$ cat src/rtl/ptr_pkg.sv
package ptr_pkg;
  typedef enum logic {
    ST_IDLE = 1'b0,
    ST_MEAS = 1'b1
  } ptr_state_e;
endpackage

$ cat src/rtl/ptr_fall_detect.sv
module ptr_fall_detect (
  input  logic clk,
  input  logic rst_n,
  input  logic din_i,
  output logic fall_o
);
  // two synchronizer stages plus one history stage; idle level is high
  logic s1_q, s2_q, s3_q;

  always_ff @(posedge clk or negedge rst_n) begin
    if (!rst_n) begin
      s1_q <= 1'b1;
      s2_q <= 1'b1;
      s3_q <= 1'b1;
    end else begin
      s1_q <= din_i;
      s2_q <= s1_q;
      s3_q <= s2_q;
    end
  end

  assign fall_o = s3_q & ~s2_q;

  a_r5_single_cycle_edge: assert property (@(posedge clk) disable iff (!rst_n)
    fall_o |=> !fall_o);
endmodule

$ cat src/rtl/ptr_window_timer.sv
module ptr_window_timer #(
  parameter int TICK_DIV  = 100000,
  parameter int WIN_TICKS = 104
) (
  input  logic clk,
  input  logic rst_n,
  input  logic start_i,
  output logic running_o,
  output logic expire_o
);
  localparam int PW = (TICK_DIV  > 1) ? $clog2(TICK_DIV)  : 1;
  localparam int TW = (WIN_TICKS > 1) ? $clog2(WIN_TICKS) : 1;

  logic          run_q, run_d;
  logic [PW-1:0] pre_q, pre_d;
  logic [TW-1:0] tck_q, tck_d;
  logic          tick;

  assign tick     = run_q && (pre_q == PW'(TICK_DIV - 1));
  assign expire_o = tick && (tck_q == TW'(WIN_TICKS - 1));
  assign running_o = run_q;

  always_comb begin
    run_d = run_q;
    pre_d = pre_q;
    tck_d = tck_q;
    if (start_i) begin
      run_d = 1'b1;
      pre_d = '0;
      tck_d = '0;
    end else if (run_q) begin
      if (tick) begin
        pre_d = '0;
        tck_d = tck_q + 1'b1;
        if (expire_o) begin
          run_d = 1'b0;
          tck_d = '0;
        end
      end else begin
        pre_d = pre_q + 1'b1;
      end
    end
  end

  always_ff @(posedge clk or negedge rst_n) begin
    if (!rst_n) begin
      run_q <= 1'b0;
      pre_q <= '0;
      tck_q <= '0;
    end else begin
      run_q <= run_d;
      pre_q <= pre_d;
      tck_q <= tck_d;
    end
  end

  a_r6_one_shot: assert property (@(posedge clk) disable iff (!rst_n)
    (expire_o && !start_i) |=> !run_q);
  a_r6_no_expire_idle: assert property (@(posedge clk) disable iff (!rst_n)
    !run_q |-> !expire_o);
endmodule

$ cat src/rtl/ptr_sat_counter.sv
module ptr_sat_counter #(
  parameter int W = 13
) (
  input  logic         clk,
  input  logic         rst_n,
  input  logic         clr_i,
  input  logic         inc_i,
  output logic [W-1:0] cnt_o
);
  localparam logic [W-1:0] CMAX = {W{1'b1}};

  logic [W-1:0] cnt_q, cnt_d;

  always_comb begin
    cnt_d = cnt_q;
    if (clr_i)                        cnt_d = '0;
    else if (inc_i && cnt_q != CMAX)  cnt_d = cnt_q + 1'b1;
  end

  always_ff @(posedge clk or negedge rst_n) begin
    if (!rst_n) cnt_q <= '0;
    else        cnt_q <= cnt_d;
  end

  assign cnt_o = cnt_q;

  a_r9_no_wrap: assert property (@(posedge clk) disable iff (!rst_n)
    (!clr_i && cnt_q == CMAX) |=> cnt_q == CMAX);
  a_r5_unit_step: assert property (@(posedge clk) disable iff (!rst_n)
    !clr_i |=> (cnt_q == $past(cnt_q) || cnt_q == $past(cnt_q) + 1'b1));
endmodule

$ cat src/rtl/pulse_temp_reader.sv
module pulse_temp_reader
  import ptr_pkg::*;
#(
  parameter int NUM_SENSORS = 3,
  parameter int SEL_W       = 3,
  parameter int CNT_W       = 13,
  parameter int TICK_DIV    = 100000,
  parameter int WIN_TICKS   = 104
) (
  input  logic                   clk,
  input  logic                   rst_n,
  input  logic                   start_i,
  input  logic [SEL_W-1:0]       sel_i,
  input  logic                   sens_data_i,
  output logic [NUM_SENSORS-1:0] pwr_o,
  output logic                   busy_o,
  output logic                   ready_o,
  output logic [CNT_W-1:0]       count_o,
  output logic                   fault_o,
  output logic                   idx_err_o
);
  ptr_state_e             st_q, st_d;
  logic [NUM_SENSORS-1:0] pwr_q, pwr_d, sel_dec;
  logic                   rdy_q, rdy_d, flt_q, flt_d, err_q, err_d;
  logic [CNT_W-1:0]       res_q, res_d, cnt;
  logic                   fall, expire, running;
  logic                   accept, sel_ok, go;

  // index decode: sensor n sits on power bit n-1
  for (genvar g = 0; g < NUM_SENSORS; g++) begin : g_dec
    assign sel_dec[g] = (sel_i == SEL_W'(g + 1));
  end
  assign sel_ok = |sel_dec;
  assign accept = start_i && (st_q == ST_IDLE);
  assign go     = accept && sel_ok;

  ptr_fall_detect u_edge (
    .clk(clk), .rst_n(rst_n), .din_i(sens_data_i), .fall_o(fall)
  );

  ptr_window_timer #(.TICK_DIV(TICK_DIV), .WIN_TICKS(WIN_TICKS)) u_win (
    .clk(clk), .rst_n(rst_n), .start_i(go), .running_o(running), .expire_o(expire)
  );

  ptr_sat_counter #(.W(CNT_W)) u_cnt (
    .clk(clk), .rst_n(rst_n), .clr_i(go),
    .inc_i(fall && st_q == ST_MEAS), .cnt_o(cnt)
  );

  always_comb begin
    st_d  = st_q;
    pwr_d = pwr_q;
    rdy_d = rdy_q;
    flt_d = flt_q;
    err_d = err_q;
    res_d = res_q;
    if (accept) begin
      res_d = '0;
      rdy_d = 1'b0;
      flt_d = 1'b0;
      err_d = !sel_ok;
      if (sel_ok) begin
        st_d  = ST_MEAS;
        pwr_d = sel_dec;
      end
    end else if (st_q == ST_MEAS && expire) begin
      st_d  = ST_IDLE;
      pwr_d = '0;
      res_d = cnt;
      rdy_d = 1'b1;
      flt_d = (cnt == '0);
    end
  end

  always_ff @(posedge clk or negedge rst_n) begin
    if (!rst_n) begin
      st_q  <= ST_IDLE;
      pwr_q <= '0;
      rdy_q <= 1'b0;
      flt_q <= 1'b0;
      err_q <= 1'b0;
      res_q <= '0;
    end else begin
      st_q  <= st_d;
      pwr_q <= pwr_d;
      rdy_q <= rdy_d;
      flt_q <= flt_d;
      err_q <= err_d;
      res_q <= res_d;
    end
  end

  assign pwr_o     = pwr_q;
  assign busy_o    = (st_q == ST_MEAS);
  assign ready_o   = rdy_q;
  assign count_o   = res_q;
  assign fault_o   = flt_q;
  assign idx_err_o = err_q;

  a_r2_one_powered: assert property (@(posedge clk) disable iff (!rst_n)
    busy_o |-> ($countones(pwr_o) == 1));
  a_r2_idle_unpowered: assert property (@(posedge clk) disable iff (!rst_n)
    !busy_o |-> (pwr_o == '0));
  a_r6_power_off_at_ready: assert property (@(posedge clk) disable iff (!rst_n)
    $rose(ready_o) |-> (pwr_o == '0 && !running));
  a_r10_busy_start_ignored: assert property (@(posedge clk) disable iff (!rst_n)
    (busy_o && start_i && !expire) |=> ($stable(pwr_o) && busy_o));
  a_r8_fault_matches: assert property (@(posedge clk) disable iff (!rst_n)
    ready_o |-> (fault_o == (count_o == '0)));
  a_r3_error_idle: assert property (@(posedge clk) disable iff (!rst_n)
    idx_err_o |-> (!busy_o && !ready_o));
endmodule

$ cat config.mk
export PLATFORM = sky130hd
export DESIGN_NAME = pulse_temp_reader
export DESIGN_NICKNAME = d
export VERILOG_FILES = /design/src/rtl/ptr_pkg.sv /design/src/rtl/ptr_fall_detect.sv /design/src/rtl/ptr_window_timer.sv /design/src/rtl/ptr_sat_counter.sv /design/src/rtl/pulse_temp_reader.sv
export SDC_FILE = /design/constraint.sdc
export NUM_CORES = 1
export LEC_CHECK = 0
export ABC_AREA = 1
export BUFFER_PORTS_ARGS = -buffer_cell sky130_fd_sc_hd__buf_2
export CAP_MARGIN = 20
export CORE_UTILIZATION = 54
export CTS_CLUSTER_SIZE = 8
export DETAILED_ROUTE_END_ITERATION = 8
export GPL_TIMING_DRIVEN = 0
export PLACE_DENSITY = 0.83
export SYNTH_ARGS = -nofsm -noshare
export SYNTH_HDL_FRONTEND = slang
export SYNTH_SLANG_ARGS = --single-unit
export TNS_END_PERCENT = 50
$ cat constraint.sdc
create_clock -name clk -period 1.7 [get_ports clk]
set_input_delay 0.255 -clock clk [delete_from_list [all_inputs] [get_ports clk]]
set_output_delay 0.255 -clock clk [all_outputs]
set_load 0.03 [all_outputs]
* After elaboration in Yosys (flattened, before gate mapping)
Cells that the tools add are included.
** Storage, ports and cells
- Register bits :: 61
- Latch bits :: 0
- Bits in writable memories :: 0
- ROM bits :: 0
- Bits of input ports :: 7
- Logic and storage cells :: 67
- Memories kept :: 0
** Operators by class
- Add/subtract/negate cells :: 3
- Multiply operators :: 0
- Divide/modulo/power cells :: 0
- $lt $le $gt $ge :: 0
- Equal/unequal tests :: 7
- Shift-type cells :: 0
- Multiplexer cells :: 25
- Bitwise gates (word level) :: 3
- Reduce and logical (&&, ||, !) cells :: 16
** Operators by type and width (count)
- 13-bit two-way mux :: 4
- 17-bit two-way mux :: 3
- 7-bit two-way mux :: 4
- 17-bit by 1-bit adder with 17-bit output, second input constant :: 1
- 17-bit equality test, second input constant :: 1
- 13-bit by 1-bit adder with 13-bit output, second input constant :: 1
- 13-bit zero test :: 1
- 13-bit != test, second input constant :: 1
- 1-bit two-way mux :: 11
- 3-bit two-way mux :: 3
- 2-bit nonzero test :: 4
- 7-bit by 1-bit adder with 7-bit output, second input constant :: 1
- 7-bit equality test, second input constant :: 1
- 1-bit logical AND :: 7
- 3-bit by 2-bit equality test with 1-bit output, second input constant :: 2
- 2-bit AND reduction :: 2
- 3-bit by 1-bit equality test with 1-bit output, second input constant :: 1
- 3-bit OR reduction :: 1
- 2-bit by 1-bit != test with 1-bit output, second input constant :: 1
- 1-bit inverter :: 2
- 1-bit bitwise AND :: 1
- 1-bit zero test :: 1

* Logic depth before layout (Yosys ltp)
Gate-level depths: netlist of run 1.
- Depth after elaboration :: 7
- Gate-level depth with buffers :: 11
- Depth with buffers taken out :: 10

* Cells and area by module
From an unflattened synthesis of run 1, not the netlist that was laid out.
** Second synthesis, totals
- Cells, all modules :: 439
- Area, all modules :: 3373.2 um^2
** Modules (own cells, without submodules)
- ptr_window_timer :: times used 1, cells each 208, area an instance 1522.7 um^2, seq. area each 625.6 um^2
- pulse_temp_reader :: times used 1, cells each 107, area an instance 940.9 um^2, seq. area each 500.5 um^2
- ptr_sat_counter :: times used 1, cells each 119, area an instance 820.8 um^2, seq. area each 325.3 um^2
- ptr_fall_detect :: times used 1, cells each 5, area an instance 88.8 um^2, seq. area each 78.8 um^2

* Worst setup path before layout of run 1
OpenSTA, ideal clock, no wires.
- Kind :: reg-to-reg
- From :: reg u_win.pre_q[0]
- To :: reg st_q (netlist: busy_o)
- Arrival time :: 1.464 ns
- Data required time :: 1.570 ns
- Setup slack :: 0.106 ns
- Stages on the path, launching flop included :: 12
- Path buffers :: 1
- Clock period less this slack :: 1.594 ns
- Path through :: dfrtp_1 ha_1 nand3_2 inv_1 nand3_1 nor2_4 nand3_2 buf_6 nand2_2 nand2_2 nand2_1 nand2_1
** On the way
- Longest elaborated chain between the ends :: 6
** Ends and longest elaborated chain
- start, declared :: line ptr_window_timer.sv:15 : logic [PW-1:0] pre_q, pre_d;
- start signal, assigned :: line ptr_window_timer.sv:52 : pre_q <= pre_d;
- 17-bit equality test :: line ptr_window_timer.sv:19 : assign tick = run_q && (pre_q == PW'(TICK_DIV - 1));
- 1-bit logical AND :: line ptr_window_timer.sv:19
- 1-bit logical AND :: line ptr_window_timer.sv:20 : assign expire_o = tick && (tck_q == TW'(WIN_TICKS - 1));
- 1-bit logical AND :: line pulse_temp_reader.sv:66 : end else if (st_q == ST_MEAS && expire) begin
- 2-bit nonzero test (no line)
- 2-bit AND reduction (no line)
- end signal, assigned :: line pulse_temp_reader.sv:84 : st_q <= st_d;
- end, declared :: line pulse_temp_reader.sv:22 : ptr_state_e st_q, st_d;
Every way passes these cells.
A chain may end at the register's enable or synchronous reset.

* Worst setup path in the final report of run 1
- From :: reg st_q (netlist: busy_o)
- To :: reg u_win.pre_q[12]
** On the way
- Longest elaborated chain between the ends :: 4
- Elaborated cells on any way between the ends :: 5
** Ends and longest elaborated chain
- 1-bit inverter * :: line pulse_temp_reader.sv:34 : assign accept = start_i && (st_q == ST_IDLE);
- 1-bit logical AND * :: line pulse_temp_reader.sv:34
- 1-bit logical AND * :: line pulse_temp_reader.sv:35 : assign go = accept && sel_ok;
- 17-bit two-way mux / 2-bit nonzero test (equally long branches)
Mark *: on every way between the ends. The rest lies on a longest branch, timed or not.

==> results of run 1 <==
power by group through the flow:
stage	sequential, W	combinational, W	clock, W
global route	0.00186	0.00120	0.00140
floorplan	0.00188	0.000638	0
global placement	0.00181	0.000941	0
CTS	0.00181	0.00104	0.00134
finish	0.00183	0.00109	0.00131
detailed placement	0.00182	0.000976	0
worst max-delay path, stage by stage (launching register included):
cell	delay, ns
dfrtp_1	0.46
nor2_4	0.20
inv_4	0.11
nor2_8	0.19
nor2_2	0.06
nor2_1	0.21
nand2_1	0.12
o21ai_1	0.14
nor2_1	0.06
state kept, by name (all words and copies together) (netlist names), 3 cells and up:
signal / cells
count_o: 13
pwr_o: 3
u_cnt.cnt_o: 13
u_win.pre_q: 17
u_win.tck_q: 7
worst paths after layout:
kind	startpoint	end	slack, ns	cells past startpoint
worst max-delay path	busy_o	u_win.pre_q[12]	0.02	8
worst min-delay path	sel_i[2]	pwr_o[1]	0.20	4
worst max register to register	busy_o	u_win.pre_q[12]	0.02	8
worst min register to register	u_edge.s1_q	u_edge.s2_q	0.36	0
max in group asynchronous	rst_n	u_edge.s1_q	0.57	3
min in group asynchronous	rst_n	u_win.tck_q[4]	0.45	2
cell families after synthesis:
| kind of cell | after synthesis | synth area share |
|---|---|---|
| adders and majority gates | 4 | 0.01525 |
| AOI/OAI and AO/OA | 57 | 0.1006 |
| buffers and inverters | 58 | 0.07739 |
| and+or+nand+nor | 223 | 0.3191 |
| DFF | 61 | 0.4663 |
| xor gates and xnor gates | 8 | 0.02135 |
timing repair:
| item | in CTS | in global routing |
|---|---|---|
| gates resized for setup | 7 | 16 |
| pin swaps | 3 | 3 |
| setup buffers | 5 | 2 |
| hold buffers | 2 | 0 |
| hold endpoints to repair | 28 | 0 |
| endpoints found under the setup margin | 24 | 39 |
cell type report:
type	instances	area, um2	area share
multi-input combinational	292	1570	0.4052
sequential	61	1531	0.3952
timing repair buffer	36	222.7	0.05748
inverter	48	182.7	0.04714
clock buffer	9	123.9	0.03197
tap	75	93.84	0.02422
clock inverter	7	75.07	0.01937
buffer	10	75.07	0.01937
routing by layer:
layer | vias up | global-route usage | wire (um)
met5 | - | 0 | 0
met4 | 0 | 0.1214 | 161
met3 | 16 | 0.04686 | 463
met2 | 106 | 0.4034 | 3538
met1 | 1392 | 0.3462 | 3450
li1 | 1455 | - | -
cell usage in the layout, fill, tap and decap left out, types with 2 or more instances in the layout:
cell / netlist / layout
nand2_1: 94 / 93
dfrtp_1: 58 / 57
nand3_1: 48 / 47
inv_1: 46 / 42
nor2_1: 31 / 29
buf_2: 3 / 28
o21ai_0: 17 / 16
o21ai_1: 16 / 16
nand4_1: 15 / 15
nor3_1: 16 / 15
a21oi_1: 11 / 11
buf_4: 2 / 9
o21ai_2: 8 / 9
clkbuf_8: 0 / 9
xor2_1: 7 / 7
inv_2: 1 / 5
nor2_2: 3 / 4
nand2_2: 4 / 4
nor2_4: 3 / 4
nor3_2: 2 / 3
buf_6: 3 / 3
clkinvlp_4: 0 / 3
dfstp_2: 3 / 3
nand3_2: 2 / 2
or2_2: 2 / 2
o21bai_1: 2 / 2
ha_1: 4 / 2
ha_4: 0 / 2
dlygate4sd3_1: 0 / 2
through the flow:
stage	util	instance area [um2]	setup TNS, ns	cells	hold slack [ns]
5_1_grt	0.6584	3875	-0.2058	538	0.2113
2_1_floorplan	-	3282	0	411	-0.04059
6_report	0.6584	3875	0	538	0.1969
4_1_cts	0.6482	3815	0	536	0.1821
3_5_place_dp	0.5991	3526	-0.9263	513	0.3175
3_3_place_gp	0.5957	3506	-0.5634	512	0.3458
==> out/qor.txt, run 1 <==
Syn Area/Cell -> 7.985 um2
All-Layer GR Usage -> 0.2583
Tmin final -> 1.681 ns
Iter 0 DRT Violations -> 229
Clock Tree Buf Depth -> 2
CP required -> 1.94 ns
P_int -> 0.002695 W
CTS tree -> built
synth top area cells -> dfrtp_1, nand2_1, nand3_1, inv_1, nor2_1
share of the synthesized area in the top cell type -> 0.4422
Worst setup SP type -> register
VDD IR-drop max -> 702.3 uV
final setup vio count -> 0
initial antenna violation count -> 0
fmax -> 0.5950 GHz
htree depth -> 3
Critical Path AT -> 1.92 ns
synth warn -> 0
die area -> 0.006394 mm2
synthesized area -> 0.003282 mm2
Main synth FF type -> dfrtp_1
max-cap check violation count -> 0
Synth top cells by count -> nand2_1, dfrtp_1, nand3_1
Port Buf Inserts -> 26
Worst-Skew Late Latency -> 0.35 ns
worst slew pin tran -> 0.6286 ns
final-report hold violation count -> 0
Mapped Cells -> 411
number of synthesized flops with an enable pin -> 0
clock sinks -> 61
Net Sw Frac -> 0.3645
Initial Utilization -> 0.5576
chip width -> 79.96 um
Remaining DRCs -> 1
Comb power frac -> 0.258
Post-Syn Nets -> 422
outcome -> finished with violations
Cell variety after synth -> 35
post-synthesis sequential area ratio -> 0.4663
fin worst setup slack -> 0.01929 ns
largest net degree at the start of global routing -> 35
Diodes inserted -> 0
Layout area overhead -> 18.07%
root buf cell -> clkbuf_8
GRT overflow -> 0
Die Ht -> 79.96 um
Max Slew Vio Count -> 0
global-route wire length before repair -> 12520 um
cts bufs inserted -> 9
clock share of power -> 0.310
violated checks -> DRC
skew final -> 0.01145 ns
Placement Setup Slack -> -0.09722 ns
vias per inst -> 5.519
Total Power -> 0.004240 W
Reg power frac -> 0.432
Clock transition at path regs -> 0.08 ns
Vias -> 2969
final period utilization -> 0.9887
Seq cells post-synth -> 61
critical path class -> reg2reg
worst-path fanout max -> 10
core area -> 0.005886 mm2
Pleak -> 1.833 nW
# fillers -> 481
PwrDens -> 1094 mW/mm2
DPL Wire Length -> 5225 um
# nets final -> 469
cell accounting for the most synthesized area -> dfrtp_1
crit end category -> register
number of global-route vias before repair -> 2681
Max transition margin -> 0.5809
per-cell routed wire length -> 14.15 um
share of layout cells above drive strength 1 -> 0.2225
switching pwr -> 0.001546 W
row cnt -> 28
Antenna Nets Post-Route -> 0
RSZ-0062 raised after global routing -> yes
final wirelength -> 7614 um
GP Congestion -> 0.9199
Ports -> 27
count leader, synth -> nand2_1
ys async rst share -> 1.000
drt pass-1 iters -> 7
worst min path class -> in2reg
No activity file was read; power rests on OpenSTA's default activity.
==> inputs of run 2 (changes only) <==
Settings changed: ABC_AREA 1 to not set, CORE_UTILIZATION 54 to 55, PLACE_DENSITY 0.83 to 0.81.
Clock period 1.7 ns to 2.05 ns, I/O delays scaled along.
==> run 2 against run 1 <==
  * The flow now finishes without violations
  * Non-clock buffer count shrank 3
  * Total power down 18%
  * Sequential power down 12%
  * Clock skew is 0.0036 ns lower
  * Highest routed layer unchanged
  * Clock-buffer cell count unchanged
  * Sequential cell count unchanged
  * Largest power group unchanged
  * First-iteration DRC count decreased by 22%
  * Largest cell class is now registers
==> out/qor.txt, run 2 <==
Layout area overhead -> 15.43% (was 18.07%)
DPL Wire Length -> 4619 um (was 5225 um)
number of global-route vias before repair -> 2355 (was 2681)
Diodes inserted -> 0 (unchanged)
R2R cell count -> 6 (was 8)
Syn Area/Cell -> 9.587 um2 (was 7.985 um2)
fmax -> 0.5205 GHz (was 0.5950 GHz)
Tmin final -> 1.921 ns (was 1.681 ns)
final-report hold violation count -> 0 (unchanged)
Port Buf Inserts -> 26 (unchanged)
reg-to-reg critical path endpoint -> u_cnt.cnt_o[4] (was u_win.pre_q[12])
clock sinks -> 61 (unchanged)
final period utilization -> 0.9373 (was 0.9887)
Initial Utilization -> 0.5876 (was 0.5576)
Iter 0 DRT Violations -> 178 (was 229)
Post-Syn Nets -> 334 (was 422)
Final Cell Area -> 0.003575 mm2 (was 0.003875 mm2)
dpl cell area -> 0.003334 mm2 (was 0.003526 mm2)
max reg flops -> 17 (unchanged)
Placement Setup Slack -> -0.05847 ns (was -0.09722 ns)
row cnt -> 26 (was 28)
Vias -> 2506 (was 2969)
vias per inst -> 5.735 (was 5.519)
flop2flop setup slack -> 0.13 ns (was 0.02 ns)
Fin Setup TNS -> 0 ns (unchanged)
initial antenna violation count -> 0 (unchanged)
Biggest register -> u_win.pre_q (unchanged)
cts bufs inserted -> 9 (unchanged)
synthesized area -> 0.003097 mm2 (was 0.003282 mm2)
Clock transition at path regs -> 0.07 ns (was 0.08 ns)
VDD IR-drop max -> 558.4 uV (was 702.3 uV)
core area -> 0.005270 mm2 (was 0.005886 mm2)
share of layout cells above drive strength 1 -> 0.1771 (was 0.2225)
cell accounting for the most synthesized area -> dfrtp_1 (unchanged)
die area -> 0.005934 mm2 (was 0.006394 mm2)
# nets final -> 373 (was 469)
PwrDens -> 968.6 mW/mm2 (was 1094 mW/mm2)
P_int -> 0.002337 W (was 0.002695 W)
Crit Reg-Reg Startpoint -> u_cnt.cnt_o[0] (was busy_o)
CTS tree -> built (unchanged)
Synth top cells by count -> dfrtp_1, nand2_1, nor2_1 (was nand2_1, dfrtp_1, nand3_1)
crit end category -> register (unchanged)
htree depth -> 3 (unchanged)
Die Ht -> 77.04 um (was 79.96 um)
Worst Min Path Start -> sens_data_i (was sel_i[2])
most common cell after layout, fill and taps aside -> dfrtp_1 (was nand2_1)
worst-path fanout max -> 6 (was 10)
drt pass-1 iters -> 4 (was 7)
skew final -> 0.007806 ns (was 0.01145 ns)
share of the synthesized area in the top cell type -> 0.4687 (was 0.4422)
Comb power frac -> 0.200 (was 0.258)
Post-CTS Setup Inserts -> 0 (was 5)
final setup vio count -> 0 (unchanged)
critical path class -> reg2reg (unchanged)
count leader, synth -> dfrtp_1 (was nand2_1)
hold depth -> 1 (was 4)
chip width -> 77.04 um (was 79.96 um)
fin worst setup slack -> 0.1286 ns (was 0.01929 ns)
Multi-input gate area -> 0.001476 mm2 (was 0.001570 mm2)
worst min path class -> in2reg (unchanged)
Register Area -> 0.001530 mm2 (was 0.001531 mm2)
clock share of power -> 0.334 (was 0.310)
Ports -> 27 (unchanged)
final wirelength -> 6517 um (was 7614 um)
Main synth FF type -> dfrtp_1 (unchanged)
synth top area cells -> dfrtp_1, nand2_1, xnor2_1, nor2_1, dfstp_2 (was dfrtp_1, nand2_1, nand3_1, inv_1, nor2_1)
Worst setup SP type -> register (unchanged)
Cell variety after synth -> 52 (was 35)
per-cell routed wire length -> 14.91 um (was 14.15 um)
largest net degree at the start of global routing -> 42 (was 35)
GP Congestion -> 0.8743 (was 0.9199)
All-Layer GR Usage -> 0.2434 (was 0.2583)
worst slew pin tran -> 0.5100 ns (was 0.6286 ns)
number of synthesized flops with an enable pin -> 0 (unchanged)
GRT overflow -> 0 (unchanged)
ys async rst share -> 1.000 (unchanged)
final core utilization -> 0.6783 (was 0.6584)
Max transition margin -> 0.6572 (was 0.5809)
Reg power frac -> 0.465 (was 0.432)
commonest non-fill, non-tap cells in the layout -> dfrtp_1, nand2_1, nor2_1 (was nand2_1, dfrtp_1, nand3_1)
max-cap check violation count -> 0 (unchanged)
Max Slew Vio Count -> 0 (unchanged)
synth warn -> 0 (unchanged)
Seq cells post-synth -> 61 (unchanged)
Net Sw Frac -> 0.3252 (was 0.3645)
root buf cell -> clkbuf_8 (unchanged)
RSZ-0062 raised after global routing -> no (was yes)
Pleak -> 1.610 nW (was 1.833 nW)
Mapped Cells -> 323 (was 411)
post-synthesis sequential area ratio -> 0.4941 (was 0.4663)
# fillers -> 404 (was 481)
switching pwr -> 0.001126 W (was 0.001546 W)
CP required -> 2.31 ns (was 1.94 ns)
Remaining DRCs -> 0 (was 1)
Worst Hold End -> u_edge.s1_q (was pwr_o[1])
Antenna Nets Post-Route -> 0 (unchanged)
outcome -> finished, final reports clean (was finished with violations)
Clock Tree Buf Depth -> 2 (unchanged)
Worst-Skew Late Latency -> 0.34 ns (was 0.35 ns)
global-route wire length before repair -> 11120 um (was 12520 um)
Critical Path AT -> 2.18 ns (was 1.92 ns)
## run 2: changes by cell type in the layout (fill, tap and decap cells not counted), sizes merged, moves of 6 or more
cell	delta
xnor2	+14
nand3	-37
or4	+6
buf	-10
inv	-43
nor3	-6
nand2	-44
nor4	+10
clkbuf	+8
o21ai	-24
## run 2: how the worst max path moves through the flow
stage	start	endpoint	cells past startpoint	slack, ns
final	u_cnt.cnt_o[0]	u_cnt.cnt_o[4]	6	0.13
after detailed placement	u_win.tck_q[0]	count_o[10]	7	-0.06
after floorplan	busy_o	u_win.pre_q[10]	6	0.25
after global routing	u_win.tck_q[0]	count_o[1]	8	0.01
after CTS	busy_o	u_win.pre_q[10]	6	0.01
after global placement	u_win.tck_q[0]	count_o[7]	7	0.04
## run 2: area by class of cell
type | instances | area share
Buffer | 15 | 0.02345
Clock buffer | 9 | 0.03465
Clock inverter | 7 | 0.02520
Inverter | 6 | 0.006300
Multi-Input combinational cell | 241 | 0.4130
Sequential cell | 61 | 0.4281
Tap cell | 70 | 0.02450
Timing Repair Buffer | 28 | 0.04480
## run 2: through the flow
step	hold slack (ns)	total power, W	std cells
floorplan	0.01191	0.002083	323
global placement	0.3456	0.002272	419
detailed placement	0.3015	0.002318	420
CTS	0.05382	0.003474	437
global route	0.04616	0.003641	437
finish	0.06480	0.003463	437
## run 2: logic make-up (layout without fill, tap and decap cells)
group | after synthesis | in the layout | synth area share
muxes | 5 | 5 | 0.01616
and+or+nand+nor | 167 | 167 | 0.2933
xor gates and xnor gates | 19 | 19 | 0.05374
buffers and inverters | 21 | 65 | 0.03394
adders and majority gates | 4 | 4 | 0.01616
DFF | 61 | 61 | 0.4941
AOI/OAI and AO/OA | 46 | 46 | 0.09252
## run 2: repair_timing
| item | CTS | global route |
|---|---|---|
| endpoints found under the hold margin | 20 | 0 |
| pin swaps | 0 | 1 |
| gates resized for setup | 2 | 2 |
| setup endpoints to repair | 17 | 31 |
| hold buffers | 1 | 0 |
## run 2: worst max-delay path, cell delays in order, from the launching register on
cell and delay [ns]:
dfrtp_1 0.44, ha_1 0.25, nand3_1 0.19, nor4b_4 0.44, nor2_1 0.18, nand4_1 0.15
mux2i_1 0.19
## run 2: routing by layer
layer | up-vias | track usage | share of wire
met5 | - | 0 | 0
met3 | 9 | 0.04643 | 0.048
met1 | 1197 | 0.3362 | 0.49
li1 | 1222 | - | -
met2 | 78 | 0.3732 | 0.44
met4 | 0 | 0.1075 | 0.016
## run 2: power by group through the flow
stage                     Sequential [W]  Combinational (W)  Clock [W]
final                            0.00161           0.000693    0.00116
after global routing             0.00164           0.000773    0.00123
after CTS                        0.00161           0.000695    0.00117
after detailed placement         0.00163           0.000691          0
after global placement           0.00161           0.000659          0
after floorplan                  0.00166           0.000428          0
